==> config.mk <==
export PLATFORM = sky130hd
export DESIGN_NAME = agu_linear
export DESIGN_NICKNAME = d
export VERILOG_FILES = /design/src/rtl/agu_pkg.sv /design/src/rtl/agu_seg_select.sv /design/src/rtl/agu_offset.sv /design/src/rtl/agu_linear.sv
export SDC_FILE = /design/constraint.sdc
export NUM_CORES = 1
export LEC_CHECK = 0
export BUFFER_PORTS_ARGS = -buffer_cell sky130_fd_sc_hd__buf_2
export CORE_AREA = 2 2 244 246
export DETAILED_ROUTE_END_ITERATION = 6
export DIE_AREA = 0 0 246 248
export PLACE_DENSITY = 0.67
export SLEW_MARGIN = 10
export SYNTH_ARGS = -nofsm -noshare
export SYNTH_HDL_FRONTEND = slang
export SYNTH_SLANG_ARGS = --single-unit
==> constraint.sdc <==
create_clock -name clk -period 11.65 [get_ports clk]
set_clock_uncertainty 0.15 [all_clocks]
set_input_delay 0.5825 -clock clk [delete_from_list [all_inputs] [get_ports clk]]
set_output_delay 0.5825 -clock clk [all_outputs]
set_load 0.005 [all_outputs]
==> src/rtl/agu_pkg.sv <==
package agu_pkg;
  typedef enum logic [2:0] {
    SEG_ES = 3'd0,
    SEG_CS = 3'd1,
    SEG_SS = 3'd2,
    SEG_DS = 3'd3,
    SEG_FS = 3'd4,
    SEG_GS = 3'd5
  } seg_num_e;

  // register numbers that imply the stack segment
  localparam int unsigned REG_STACK_PTR = 4;
  localparam int unsigned REG_FRAME_PTR = 5;
endpackage

==> src/rtl/agu_seg_select.sv <==
module agu_seg_select #(
  parameter int ADDR_W    = 64,
  parameter int SEG_CNT   = 6,
  parameter int SEG_SEL_W = $clog2(SEG_CNT),
  parameter int REG_ID_W  = 4
) (
  input  logic [REG_ID_W-1:0]       base_id,
  input  logic                      ovr_en,
  input  logic [SEG_SEL_W-1:0]      ovr_sel,
  input  logic                      long_mode,
  input  logic [SEG_CNT*ADDR_W-1:0] seg_bases,
  output logic [ADDR_W-1:0]         seg_base
);
  import agu_pkg::*;

  logic [ADDR_W-1:0]    eff_base [SEG_CNT];
  logic [SEG_SEL_W-1:0] sel;
  logic                 stack_reg;

  // per-entry base after the 64-bit zeroing rule
  for (genvar g = 0; g < SEG_CNT; g++) begin : g_entry
    localparam bit KEEP_LONG = (g == int'(SEG_FS)) || (g == int'(SEG_GS));
    if (KEEP_LONG) begin : g_keep
      assign eff_base[g] = seg_bases[g*ADDR_W +: ADDR_W];
    end else begin : g_flat
      assign eff_base[g] = long_mode ? '0 : seg_bases[g*ADDR_W +: ADDR_W];
    end
  end

  assign stack_reg = (base_id == REG_ID_W'(REG_STACK_PTR)) ||
                     (base_id == REG_ID_W'(REG_FRAME_PTR));

  always_comb begin
    if (ovr_en)         sel = ovr_sel;
    else if (stack_reg) sel = SEG_SEL_W'(SEG_SS);
    else                sel = SEG_SEL_W'(SEG_DS);
  end

  always_comb begin
    seg_base = '0;
    for (int i = 0; i < SEG_CNT; i++) begin
      if (sel == SEG_SEL_W'(i)) seg_base = eff_base[i];
    end
  end
endmodule

==> src/rtl/agu_offset.sv <==
module agu_offset #(
  parameter int ADDR_W  = 64,
  parameter int DISP_W  = 32,
  parameter int SCALE_W = 2
) (
  input  logic [ADDR_W-1:0]  base_val,
  input  logic [ADDR_W-1:0]  index_val,
  input  logic               index_en,
  input  logic [SCALE_W-1:0] scale_code,
  input  logic [DISP_W-1:0]  disp,
  output logic [ADDR_W-1:0]  offset
);
  localparam int EXT_W = ADDR_W - DISP_W;

  logic [ADDR_W-1:0] scaled;
  logic [ADDR_W-1:0] disp_ext;

  assign scaled   = index_en ? (index_val << scale_code) : '0;
  assign disp_ext = {{EXT_W{disp[DISP_W-1]}}, disp};
  assign offset   = base_val + scaled + disp_ext;
endmodule

==> src/rtl/agu_linear.sv <==
module agu_linear #(
  parameter int ADDR_W    = 64,
  parameter int DISP_W    = 32,
  parameter int REG_ID_W  = 4,
  parameter int SEG_CNT   = 6,
  parameter int SEG_SEL_W = $clog2(SEG_CNT),
  parameter int SCALE_W   = 2
) (
  input  logic                      clk,
  input  logic                      rst,
  input  logic                      in_valid,
  output logic                      in_ready,
  input  logic                      lea_mode,
  input  logic                      long_mode,
  input  logic [ADDR_W-1:0]         base_val,
  input  logic [REG_ID_W-1:0]       base_id,
  input  logic [ADDR_W-1:0]         index_val,
  input  logic                      index_en,
  input  logic [SCALE_W-1:0]        scale_code,
  input  logic [DISP_W-1:0]         disp,
  input  logic                      seg_ovr_en,
  input  logic [SEG_SEL_W-1:0]      seg_ovr_sel,
  input  logic [SEG_CNT*ADDR_W-1:0] seg_bases,
  output logic                      out_valid,
  output logic [ADDR_W-1:0]         out_addr
);
  logic [ADDR_W-1:0] offset;
  logic [ADDR_W-1:0] seg_base;
  logic              accept;
  logic              seg_zero;
  logic              busy;
  logic [ADDR_W-1:0] hold_off;
  logic [ADDR_W-1:0] hold_seg;

  agu_offset #(
    .ADDR_W (ADDR_W),
    .DISP_W (DISP_W),
    .SCALE_W(SCALE_W)
  ) u_offset (
    .base_val  (base_val),
    .index_val (index_val),
    .index_en  (index_en),
    .scale_code(scale_code),
    .disp      (disp),
    .offset    (offset)
  );

  agu_seg_select #(
    .ADDR_W   (ADDR_W),
    .SEG_CNT  (SEG_CNT),
    .SEG_SEL_W(SEG_SEL_W),
    .REG_ID_W (REG_ID_W)
  ) u_seg (
    .base_id  (base_id),
    .ovr_en   (seg_ovr_en),
    .ovr_sel  (seg_ovr_sel),
    .long_mode(long_mode),
    .seg_bases(seg_bases),
    .seg_base (seg_base)
  );

  assign in_ready = !busy;
  assign accept   = in_valid && in_ready;
  assign seg_zero = lea_mode || (seg_base == '0);

  always_ff @(posedge clk) begin
    if (rst) begin
      busy      <= 1'b0;
      out_valid <= 1'b0;
      out_addr  <= '0;
      hold_off  <= '0;
      hold_seg  <= '0;
    end else if (busy) begin
      // second cycle of the slow path: add the segment term
      busy      <= 1'b0;
      out_valid <= 1'b1;
      out_addr  <= hold_seg + hold_off;
    end else if (accept && seg_zero) begin
      out_valid <= 1'b1;
      out_addr  <= offset;
    end else if (accept) begin
      busy      <= 1'b1;
      out_valid <= 1'b0;
      hold_off  <= offset;
      hold_seg  <= seg_base;
    end else begin
      out_valid <= 1'b0;
    end
  end
endmodule

### Yosys cells after proc, flatten, opt, wreduce, memory -nomap -nowiden

Cells that the tools add are included.

* register bits: 194
* output and inout bits: 66

* add/sub/neg operators: 3
* equal/unequal tests: 7
* shifts and indexed selects: 1
* mux-type cells: 18
* bitwise operators: 2
* reduce and logical (&&, ||, !) cells: 10

Operators by type and width (number)
* $mux 64: 13
* $add 64x64->64: 3
* $logic_not 64->1: 1
* $shl 64x2->64: 1
* $eq 4x3->1 const B: 2
* $eq 3x2->1 const B: 2
* $eq 3x3->1 const B: 2
* $mux 1: 4
* $eq 3x1->1 const B: 1
* $logic_not 3->1: 1
* $mux 3: 1
* $reduce_and 3->1: 1
* $reduce_or 3->1: 1
* $logic_and 1x1->1: 2
* $logic_or 1x1->1: 2
* $not 1->1: 2
* $reduce_bool 2->1: 1
* $logic_not 1->1: 1

### Depth between registers and ports, before layout

* depth after elaboration: 16
* gate-level depth with buffers: 20

### By module

Synthesis repeated with hierarchy kept, for this count alone.

* cells, all modules: 2806
* area, all modules: 22188.8 sq um

By module, submodules not included
* agu_linear: instances 1, cells each 1494, area each 11405.9 sq um
* agu_offset: instances 1, cells each 828, area each 7071.8 sq um
* agu_seg_select: instances 1, cells each 484, area each 3711.1 sq um

### Least setup slack after synthesis

No wires, ideal clock.

* path kind: input to register
* start point: input port scale_code[0]
* end point: register hold_off[61]
* arrival: 5361 ps
* required time: 11372 ps
* setup slack: 6011 ps
* cell stages on the path: 19
* path buffers: 3
* cell sequence: clkbuf_1 clkbuf_1 buf_1 mux2i_1 nor3b_1 fa_1 ha_1 fa_1 a211oi_1 nor2_1 o221ai_1 a21boi_0 o21ai_0 o41ai_1 a41o_1 a21o_1 xor2_1 mux2i_1 nor2_1

* longest elaborated chain between the ends: 4

RTL lines
* start: declaration: RTL line agu_linear.sv:19 `input logic [SCALE_W-1:0] scale_code,`
* $shl 64x2->64: RTL line agu_offset.sv:18 `assign scaled = index_en ? (index_val << scale_code) : '0;`
* $mux 64: RTL line agu_offset.sv:18
* $add 64x64->64 (2 in series): RTL line agu_offset.sv:20 `assign offset = base_val + scaled + disp_ext;`
* end signal: assignment: RTL line agu_linear.sv:84 `hold_off <= offset;`
* end: declaration: RTL line agu_linear.sv:32 `logic [ADDR_W-1:0] hold_off;`

Every way passes these cells.
A chain may end at the register's enable or synchronous reset.

### Worst setup path after layout

* start point: input port seg_ovr_en
* end point: register hold_seg[46]

* longest elaborated chain between the ends: 13

RTL lines
* start: declaration: RTL line agu_linear.sv:21 `input logic seg_ovr_en,`
* $mux 3 (*): RTL line agu_seg_select.sv:34 `if (ovr_en) sel = ovr_sel;`
* $logic_not 3->1: RTL line agu_seg_select.sv:42 `if (sel == SEG_SEL_W'(i)) seg_base = eff_base[i];`
* $mux 64 (5 in series): RTL line agu_seg_select.sv:42
* $mux 64 (*): RTL line agu_seg_select.sv:42
* $logic_not 64->1: RTL line agu_linear.sv:64 `assign seg_zero = lea_mode || (seg_base == '0);`
* $logic_or 1x1->1: RTL line agu_linear.sv:64
* $logic_and 1x1->1: RTL line agu_linear.sv:78 `end else if (accept && seg_zero) begin`
* $not 1->1 (no source line)
* $reduce_and 3->1 (no source line)
* end signal: assignment: RTL line agu_linear.sv:85 `hold_seg <= seg_base;`
* end: declaration: RTL line agu_linear.sv:33 `logic [ADDR_W-1:0] hold_seg;`

Mark *: on every way between the ends. The rest lies on a longest branch, timed or not.

==> key figures <==
Outcome
  – Status: completed

CTS
  – Clk_lat worst skew: 0.47 ns
  – H-tree levels: 4
  – Setup bufs post-CTS: 0
  – Total CTS buffers: 17
  – Root buf cell: clkbuf_16
  – # clock sinks: 194
  – CTS Hold Bufs: 0
  – Post_cts resized: 0
  – Max Buffers Root-to-Sink: 2
  – CTS clk-pin slew, worst paths: 0.08 ns
  – CTS tree: done

Detailed routing
  – DRC Markers: 0
  – Post-DRT Antenna Nets: 0
  – First DRT Iteration DRCs: 1611
  – Drt wl/cell: 25.1 um
  – DR vias: 22.4k
  – Final WL: 98.4 mm
  – Vias/cell: 5.72
  – Drt pass-1 iters: 5

Power and ir drop
  – Total power: 2.89 mW
  – Lkg Pwr: 12.1 nW
  – VDD IR-drop max: 0.119 mV
  – Power Density: 114 nW/um^2

Timing
  – Final Setup Violations: 0
  – Period utilization: 55.3%
  – Slew HR: 15.4%
  – Final min period: 6.45 ns
  – Fmax: 0.155 GHz
  – RSZ-0062 raised after global routing: no
  – Pins Over Slew Limit: 0
  – Worst-Margin Slew: 1.25 ns
  – TNS Setup: 0 ns
  – Worst Hold Margin: 0.318 ns
  – Final hold vios: 0

Cells and area
  – Most frequent cells in the layout: buf_2 (622), mux2i_1 (281), nor2_1 (260), dfxtp_1 (193), a21oi_1 (191)
  – Area Growth Syn to Fin: 19.7%
  – Layout cell share with drive strength beyond 1: 24.2%
  – Nets: 3839
  – Commonest non-fill, non-tap cell in the layout: buf_2
  – Final Util: 43.4%

Synthesis
  – Cell variety after synth: 74
  – Sequential area share after synthesis: 18.3%
  – Mean Syn Cell Area: 8.09 sq um
  – Post-synth top flop: dfxtp_1
  – Seq cells post-synth: 194
  – Post-Syn Nets: 3367
  – Mapped cell area: 21200 sq um
  – Mapped Cells: 2617
  – Synthesis Warnings: 0
  – Ys async rst share: 0%
  – EDFF count, synth: 0

Setup path
  – Crit path cell chain: buf_2 > or4b_1 > buf_4 > nand2_2 > buf_4 > mux2i_1 > o21ai_0 > or4_1 > or4_4 > nor3_1 > or4_4 > clkinv_2 > buf_4 > a211oi_1
  – Endpoint class of the critical path: flop
  – Req. time, crit path: 11.87 ns
  – CP top delay family: simple AND/OR/NAND/NOR gates
  – Critical path launch point type: primary input
  – Worst setup path category: in -> reg
  – R2R Setup Slk: 6.87 ns
  – Worst R2R Path Depth: 14
  – CP max FO: 90
  – Crit path largest cell delay: 0.62 ns
  – Slowest CP cell: or4_1
  – CP Data Arrival Time: 6.66 ns
  – Worst r2r src: hold_seg[0]$_SDFFE_PP0P_
  – Crit Reg-Reg Endpoint: out_addr[62]$_SDFFE_PP0P_
  – Most used cell, CP: buf_4
  – WP buf/inv: 5

Die
  – Cell row count: 89
  – Core area: 58500 sq um
  – Chip Height: 248 um
  – Initial Util: 36.2%
  – Die W: 246 um
  – I/O pin count: 626
  – Die area: 61000 sq um

Global routing
  – Gr busiest metal: met2
  – Total grt overflow: 0
  – Antenna violations before repair: 73
  – Met2 Track Usage GR: 53.4%
  – GRT met1 Usage: 39.1%
  – Global-route wire length before repair: 139 mm
  – Grt met3 use: 3.54%
  – Largest net degree at the start of global routing: 113
  – Vias in the first global route: 21.0k
  – GRT Total Usage: 31.2%

Min path
  – Worst Hold Path EP: hold_off[4]$_SDFFE_PP0P_
  – Hold wc startpoint: hold_off[4]$_SDFFE_PP0P_
  – Hold WC Path Type: reg -> reg
  – Cell depth of the worst hold path: 2

Placed design
  – HPWL Detailed: 82.9 mm
  – Port bufs: 624
  – GPL Wtd Cong: 0.966

Run
  – Max-Cap Viols: 0
[synthesized netlist by cell type, drive strengths merged (46+ instances only)]
master  number  share of area (%)
a21oi      192                4.5
mux2i      281                 13
nand2b      47                1.4
fa          65                6.1
dfxtp      194                 18
xnor2       72                3.0
o211a       46                2.2
a21o        73                2.6
inv         73                1.3
o22ai       58                1.7
nand2      180                3.2
clkbuf     141                2.5
ha         125                7.4
buf         51                1.2
o21ai      112                2.6
a211oi     114                4.0
nor2       260                4.6
[sequential cells by signal (all words and copies together) (netlist names)]
register / count
busy: 1
hold_off: 64
hold_seg: 64
out_addr: 64
out_valid: 1
[worst register-to-register path, stage by stage (launching register included)]
cell      delay [ns]
dfxtp_1         0.35
ha_1            0.22
inv_1           0.07
fa_1            0.37
nand2b_1        0.20
a21oi_1         0.27
o311ai_0        0.23
a31oi_1         0.61
o21ai_0         0.44
o221ai_1        0.46
a31oi_1         0.30
o41ai_1         0.54
xnor2_1         0.19
o32a_1          0.16
a21oi_1         0.04
[per-layer routing]
layer,share of wire [%],vias to the layer above
met1,42,10600
met3,5.2,177
met5,0.049,-
met2,48,865
li1,-,10700
met4,4.2,8
[logic make-up (layout without fill, tap and decap cells)]
group	count (synthesis)	in the layout	synth area share [%]
adders and majority gates	190	190	13.5
xor gates and xnor gates	111	111	4.59
muxes	336	336	16.7
AOI/OAI and AO/OA	816	816	26.3
and+or+nand+nor	704	704	15.5
other	0	38	0
DFF	194	194	18.3
buffers and inverters	266	751	5.01
[metrics by stage]
step           std cells  area, sq um  worst slack (ns)
2_1_floorplan       2617        21200              6.01
3_3_place_gp        3843        24700              4.93
3_5_place_dp        3843        24700              4.86
4_1_cts             3875        25300              5.36
5_1_grt             3901        25300              5.05
6_report            3913        25300              5.20
[power by group]
group	leakage, nW	switching (mW)	total [mW]	internal [mW]
Combinational	10.2	0.923	1.51	0.591
Sequential	1.59	0.0545	0.794	0.739
Clock	0.281	0.299	0.583	0.284
Total	12.1	1.28	2.89	1.61
[area by class of cell]
cell class / count / area, sq um
well taps: 773 / 967
fillers: 6102 / 33100
clock buffers: 17 / 425
diodes: 38 / 95.1
repair buffers: 645 / 3300
multi-input cells: 2157 / 16300
flip-flops and latches: 194 / 3880
inverters: 74 / 279
clock inverters: 15 / 148
[worst max-delay path by stage]
stage | slack (ns) | cells past startpoint | endpoint | from
global placement | 4.93 | 15 | hold_off[31]$_SDFFE_PP0P_ | seg_ovr_en
CTS | 5.36 | 14 | hold_seg[46]$_SDFFE_PP0P_ | seg_ovr_en
floorplan | 6.01 | 19 | hold_off[61]$_SDFFE_PP0P_ | scale_code[0]
finish | 5.20 | 14 | hold_seg[46]$_SDFFE_PP0P_ | seg_ovr_en
detailed placement | 4.86 | 14 | hold_seg[46]$_SDFFE_PP0P_ | seg_ovr_en
global route | 5.05 | 14 | hold_seg[46]$_SDFFE_PP0P_ | seg_ovr_en
No activity file was read; power rests on OpenSTA's default activity.
